$ cat config.mk
export PLATFORM = sky130hd
export DESIGN_NAME = sgram_bank_path
export DESIGN_NICKNAME = d
export VERILOG_FILES = /design/src/rtl/sgram_pkg.sv /design/src/rtl/sgram_bank_path.sv
export SDC_FILE = /design/constraint.sdc
export NUM_CORES = 1
export LEC_CHECK = 0
export BUFFER_PORTS_ARGS = -buffer_cell sky130_fd_sc_hd__buf_2
export CORE_ASPECT_RATIO = 0.8
export CORE_MARGIN = 5
export CORE_UTILIZATION = 50
export CTS_BUF_LIST = sky130_fd_sc_hd__clkbuf_4 sky130_fd_sc_hd__clkbuf_8
export CTS_CLUSTER_DIAMETER = 120
export DETAILED_ROUTE_END_ITERATION = 7
export PLACE_DENSITY = 0.9
export SETUP_SLACK_MARGIN = 0.3
export SYNTH_ARGS = -nofsm -noshare
export SYNTH_HDL_FRONTEND = slang
export SYNTH_SLANG_ARGS = --single-unit
$ cat constraint.sdc
create_clock -name clk -period 4.4 [get_ports clk]
set_input_delay 0.22 -clock clk [delete_from_list [all_inputs] [get_ports clk]]
set_output_delay 0.22 -clock clk [all_outputs]
set_load 0.03 [all_outputs]
$ cat src/rtl/sgram_pkg.sv
package sgram_pkg;

  typedef enum logic [3:0] {
    CMD_NOP       = 4'd0,
    CMD_MODE      = 4'd1,
    CMD_SPECIAL   = 4'd2,
    CMD_REFRESH   = 4'd3,
    CMD_SELFREF   = 4'd4,
    CMD_ACTIVATE  = 4'd5,
    CMD_READ      = 4'd6,
    CMD_WRITE     = 4'd7,
    CMD_BLOCKWR   = 4'd8,
    CMD_PRECHARGE = 4'd9,
    CMD_BURSTSTOP = 4'd10,
    CMD_INVALID   = 4'd15
  } cmd_e;

  localparam int BL_FIELD_W = 3;
  localparam int BURST_W    = 4;
  localparam logic [BL_FIELD_W-1:0] BL_FULL_PAGE = 3'd7;

  typedef struct packed {
    cmd_e cmd;
    logic bank;
    logic autoPre;
    logic preAll;
    logic maskOn;
  } dec_t;

  typedef struct packed {
    logic                  loadMode;
    logic [BL_FIELD_W-1:0] modeCode;
    logic [1:0]            openBank;
    logic                  maskOn;
    logic [1:0]            closeBank;
    logic                  startBurst;
    logic                  burstAp;
    logic                  burstSel;
    logic                  stopBurst;
  } strobe_t;

  typedef struct packed {
    logic [1:0]            bankOpen;
    logic [1:0]            preBusy;
    logic                  burstBusy;
    logic                  burstAp;
    logic                  burstSel;
    logic                  apHold;
    logic [BL_FIELD_W-1:0] blCode;
  } status_t;

  function automatic logic blCodeValid(input logic [BL_FIELD_W-1:0] code);
    return (code <= 3'd3) || (code == BL_FULL_PAGE);
  endfunction

  function automatic logic [BURST_W-1:0] blBeats(input logic [BL_FIELD_W-1:0] code);
    return BURST_W'(1) << code[1:0];
  endfunction

endpackage

$ cat src/rtl/sgram_bank_path.sv
module sgram_bank_path
  import sgram_pkg::*;
#(
  parameter int TRP_CYCLES = 3
) (
  input  logic       clk,
  input  logic       rst,
  input  strobe_t    strb,
  input  dec_t       dec,
  input  logic       illegal,
  output status_t    stat,
  output logic [3:0] cmdCode,
  output logic       cmdBank,
  output logic       cmdAutoPre,
  output logic       cmdPreAll,
  output logic       cmdIllegal,
  output logic [1:0] bankOpen,
  output logic [1:0] bankMasked,
  output logic       burstBusy
);

  localparam int TRP_W = (TRP_CYCLES < 2) ? 1 : $clog2(TRP_CYCLES + 1);
  localparam logic [TRP_W-1:0] TRP_LOAD = TRP_W'(TRP_CYCLES);

  logic [1:0]             openQ;
  logic [1:0]             maskQ;
  logic [1:0][TRP_W-1:0]  preCnt;
  logic [TRP_W-1:0]       apCnt;
  logic [BURST_W-1:0]     burstLeft;
  logic                   burstFullQ;
  logic                   burstApQ;
  logic                   burstSelQ;
  logic [BL_FIELD_W-1:0]  blCodeQ;
  logic                   busyNow;
  logic                   endNow;
  logic                   apClose;

  assign busyNow = burstFullQ || (burstLeft != '0);
  assign endNow  = busyNow && (strb.stopBurst || (!burstFullQ && burstLeft == BURST_W'(1)));
  assign apClose = endNow && burstApQ;

  always_ff @(posedge clk) begin
    if (rst) begin
      openQ      <= '0;
      maskQ      <= '0;
      preCnt     <= '0;
      apCnt      <= '0;
      burstLeft  <= '0;
      burstFullQ <= 1'b0;
      burstApQ   <= 1'b0;
      burstSelQ  <= 1'b0;
      blCodeQ    <= '0;
    end else begin
      for (int b = 0; b < 2; b++) begin
        if (preCnt[b] != '0) preCnt[b] <= preCnt[b] - TRP_W'(1);
      end
      if (apCnt != '0) apCnt <= apCnt - TRP_W'(1);
      if (burstLeft != '0) burstLeft <= burstLeft - BURST_W'(1);

      if (endNow) begin
        burstFullQ <= 1'b0;
        burstLeft  <= '0;
        burstApQ   <= 1'b0;
      end
      if (apClose) begin
        openQ[burstSelQ]  <= 1'b0;
        preCnt[burstSelQ] <= TRP_LOAD;
        apCnt             <= TRP_LOAD;
      end
      for (int b = 0; b < 2; b++) begin
        if (strb.closeBank[b]) begin
          openQ[b]  <= 1'b0;
          preCnt[b] <= TRP_LOAD;
        end
        if (strb.openBank[b]) begin
          openQ[b] <= 1'b1;
          maskQ[b] <= strb.maskOn;
        end
      end
      if (strb.startBurst) begin
        burstApQ  <= strb.burstAp;
        burstSelQ <= strb.burstSel;
        if (blCodeQ == BL_FULL_PAGE) begin
          burstFullQ <= 1'b1;
          burstLeft  <= '0;
        end else begin
          burstFullQ <= 1'b0;
          burstLeft  <= blBeats(blCodeQ);
        end
      end
      if (strb.loadMode) blCodeQ <= strb.modeCode;
    end
  end

  always_ff @(posedge clk) begin
    if (rst) begin
      cmdCode    <= CMD_NOP;
      cmdBank    <= 1'b0;
      cmdAutoPre <= 1'b0;
      cmdPreAll  <= 1'b0;
      cmdIllegal <= 1'b0;
    end else begin
      cmdCode    <= dec.cmd;
      cmdBank    <= dec.bank;
      cmdAutoPre <= dec.autoPre;
      cmdPreAll  <= dec.preAll;
      cmdIllegal <= illegal;
    end
  end

  always_comb begin
    stat.bankOpen  = openQ;
    stat.preBusy   = {preCnt[1] != '0, preCnt[0] != '0};
    stat.burstBusy = busyNow;
    stat.burstAp   = burstApQ;
    stat.burstSel  = burstSelQ;
    stat.apHold    = (apCnt != '0);
    stat.blCode    = blCodeQ;
  end

  assign bankOpen   = openQ;
  assign bankMasked = maskQ & openQ;
  assign burstBusy  = busyNow;

  // an accepted activate leaves its bank open
  assert_bank0_opens_R5: assert property (@(posedge clk) disable iff (rst)
    strb.openBank[0] |=> openQ[0]);
  assert_bank1_opens_R5: assert property (@(posedge clk) disable iff (rst)
    strb.openBank[1] |=> openQ[1]);

  // a precharged bank is closed and waiting out its delay
  assert_bank0_closes_R8: assert property (@(posedge clk) disable iff (rst)
    strb.closeBank[0] |=> (!openQ[0] && preCnt[0] != '0));
  assert_bank1_closes_R8: assert property (@(posedge clk) disable iff (rst)
    strb.closeBank[1] |=> (!openQ[1] && preCnt[1] != '0));

  // a stop request ends the burst on that edge
  assert_stop_ends_burst_R9: assert property (@(posedge clk) disable iff (rst)
    strb.stopBurst |=> !busyNow);

  // a rejected command leaves mask and burst length alone
  assert_illegal_keeps_state_R11: assert property (@(posedge clk) disable iff (rst)
    cmdIllegal |-> ($stable(maskQ) && $stable(blCodeQ)));

endmodule

==> results.py <==
metrics = {
    "cells_and_area": {
        "layout_commonest_cell": "buf_2",
        "fill_cells": 217,
        "layout-drive-gt1-share_pct": 33.7,
        "multi_input_area_um2": 564,
        "mostFrequentLayoutCells": "buf_2, dfxtp_1, nor2_1",
        "finalNonFillerCells": 193,
        "diodes": 0,
        "nets": 195,
        "seq_area_um2": 561,
        "area_growth_pct": 17.5,
    },
    "logic_synthesis": {
        "ys_seq_elements": 28,
        "ys_warn_count": 0,
        "ys.flop_type": "dfxtp_1",
        "seq_area_frac_synth_pct": 45.6,
        "syn_inst": 127,
        "synth_cell_types": 35,
        "syn_area_um2": 1230,
        "postSynthAreaPerCell_um2": 9.68,
        "synth_edf_count": 0,
        "synth_fp_nets": 154,
        "ys_async_sr_fraction_pct": 0,
    },
    "clocking": {
        "clockBufferDepth": 2,
        "post_cts_buffers": 0,
        "htree_num_levels": 1,
        "cts.clk_slew.worst_paths_ps": 140,
        "cts_root_buf": "clkbuf_4",
        "holdBufCountCts": 0,
        "cts_sinks": 28,
        "cts_buffers": 3,
        "clk_latency_ps": 320,
        "cts_tree": "built",
        "cts.repair.resized": 0,
    },
    "global_route": {
        "antenna_found_initial": 0,
        "grt.total_usage_pct": 15.1,
        "overflow": 0,
        "grt_pass1_wl_um": 4100,
        "grt_max_degree": 29,
        "grt_pass1_vias": 1007,
    },
    "power": {
        "p_clk_share_pct": 13.4,
        "p_comb_share_pct": 44.8,
        "finalPower_mw": 0.761,
        "p_int_mw": 0.459,
        "powerDensity_nw_per_um2": 527,
        "ir_drop_mv": 0.268,
        "seqPwrFrac_pct": 41.8,
        "switching_power_mw": 0.302,
        "p_leak_nw": 0.684,
        "swShare_pct": 39.7,
    },
    "sta": {
        "period_minus_slack_ps": 2040,
        "setup_viol": 0,
        "slew_headroom_pct": 65.5,
        "finalSetupTns_ps": 0,
        "hold_viol_final": 0,
        "final_max_slew_viol_count": 0,
        "finClkSkew_ps": 9.03,
        "timing.final.ws_setup_ps": 2360,
        "tightest_slew_ps": 510,
        "finalCritPeriodShare_pct": 46.3,
        "fmax_mhz": 490,
        "rsz0062_at_grt": "no",
        "fin_hold_ws_ps": 97.2,
    },
    "route": {
        "wl_um": 2540,
        "ant_nets": 0,
        "avgViaCountPerCell": 5.21,
        "drt_iter0_drc": 14,
        "routedWlPerCell_um": 13.2,
        "drt-pass1-iter-count": 4,
        "drc": 0,
        "num_vias": 1006,
    },
    "job": {
        "maxCapViolations": 0,
    },
    "setup_path": {
        "rr_worst_depth": 6,
        "critical_path_arrival_ps": 1820,
        "crit_path_start_kind": "flop",
        "r2r-end": "burstApQ$_SDFFE_PP0P_",
        "path_class": "flop to output port",
        "timing.rr.start": "burstLeft[1]$_SDFFE_PP0P_",
        "critPathMaxFanout": 5,
        "rrSetupSlack_ps": 2450,
        "end_kind": "output port",
        "required_ps": 4180,
    },
    "min_path": {
        "hold_end": "cmdAutoPre$_SDFF_PP0_",
        "hold_depth": 2,
        "holdCritPathClass": "input pin to flop",
        "hp-start": "dec[2]",
    },
    "floorplan": {
        "num_rows": 16,
        "dieHeight_um": 54.4,
        "boundaryPins": 48,
        "die_x_um": 65.5,
        "design.die.area_um2": 3560,
        "core-area_um2": 2400,
        "initial_core_util_pct": 51.2,
    },
    "placed_design": {
        "post-place-ws_ps": 2480,
        "dp.cells": 190,
        "routabilityCongestion": 0.862,
        "dp_hpwl_um": 1960,
        "port-buffer-count": 46,
    },
    "status": {
        "outcome": "finished, final reports clean",
    },
}
layout make-up:
| cell class | instances | area share (%) |
|---|---|---|
| clock buffers | 3 | 1.56 |
| repair buffers | 46 | 15.9 |
| inverters | 9 | 2.34 |
| multi-input cells | 80 | 39.0 |
| well taps | 27 | 2.34 |
| flip-flops and latches | 28 | 38.8 |
through the flow:
| step | instance area (um^2) | util (%) |
|---|---|---|
| 2_1_floorplan | 1230 | - |
| 3_3_place_gp | 1420 | 59.2 |
| 3_5_place_dp | 1420 | 59.2 |
| 4_1_cts | 1450 | 60.2 |
| 5_1_grt | 1450 | 60.2 |
| 6_report | 1450 | 60.2 |
critical path, cell delays in order, from the launching register on:
cell and delay, ps:
dfxtp_1 340, inv_1 110, ha_1 310, or4b_4 540
buf_2 200
logic make-up (layout without fill, tap and decap cells):
kind of cell	Yosys count	after routing	share of synthesized area, %
buffers and inverters	19	58	8.55
and+or+nand+nor	46	46	21.3
DFF	28	28	45.6
muxes	7	7	5.80
AOI/OAI and AO/OA	22	22	14.3
xor gates and xnor gates	2	2	1.42
adders and majority gates	3	3	3.05
per-layer routing:
layer | up-vias | global-route usage [%] | part of all wire (%)
met2 | 34 | 27.6 | 49
met1 | 460 | 16.9 | 42
li1 | 507 | - | -
met5 | - | 0 | 0
met4 | 0 | 7.24 | 1.7
met3 | 5 | 3.70 | 7.3
worst max-delay path by stage:
stage / start / to / slack, ps / cells after the start
global route: burstLeft[1]$_SDFFE_PP0P_ / stat[6] / 2280 / 4
finish: burstLeft[1]$_SDFFE_PP0P_ / stat[6] / 2360 / 4
floorplan: burstLeft[1]$_SDFFE_PP0P_ / burstApQ$_SDFFE_PP0P_ / 2540 / 6
global placement: burstLeft[1]$_SDFFE_PP0P_ / burstApQ$_SDFFE_PP0P_ / 2550 / 6
CTS: burstLeft[1]$_SDFFE_PP0P_ / burstBusy / 2360 / 4
detailed placement: burstLeft[1]$_SDFFE_PP0P_ / burstApQ$_SDFFE_PP0P_ / 2480 / 6
registers in the layout, summed over array words and instances, names as in the netlist:
name / cells
burstLeft: 4
cmdCode: 4
preCnt: 4
blCodeQ: 3
apCnt: 2
bankOpen: 2
maskQ: 2
burstApQ: 1
burstFullQ: 1
burstSelQ: 1
cmdAutoPre: 1
cmdBank: 1
cmdIllegal: 1
cmdPreAll: 1
cell usage after synthesis, types with 2 or more instances:
library cell	number	area, um^2
o2111ai_1	2	17.5
nor3_1	3	15.0
nand3_1	2	10.0
buf_6	2	22.5
nor2_1	11	41.3
or2_2	2	12.5
a31oi_1	2	12.5
a221oi_1	2	17.5
or4b_4	2	27.5
nand3b_1	2	15.0
a21o_1	2	15.0
nand2b_1	2	12.5
inv_1	9	33.8
clkbuf_1	3	11.3
nand2_1	6	22.5
a21oi_1	8	40.0
mux2i_1	6	60.1
and2_1	4	25.0
dfxtp_1	28	561
nor2b_1	8	50.1
buf_4	5	37.5
ha_1	3	37.5
power groups by stage:
| stage | Combinational, mW | Sequential (mW) | Clock [mW] |
|---|---|---|---|
| 4_1_cts | 0.344 | 0.318 | 0.104 |
| 6_report | 0.341 | 0.318 | 0.102 |
| 3_3_place_gp | 0.321 | 0.319 | 0 |
| 5_1_grt | 0.368 | 0.323 | 0.114 |
| 3_5_place_dp | 0.341 | 0.323 | 0 |
| 2_1_floorplan | 0.278 | 0.325 | 0 |
(Power assumes the default switching activity.)
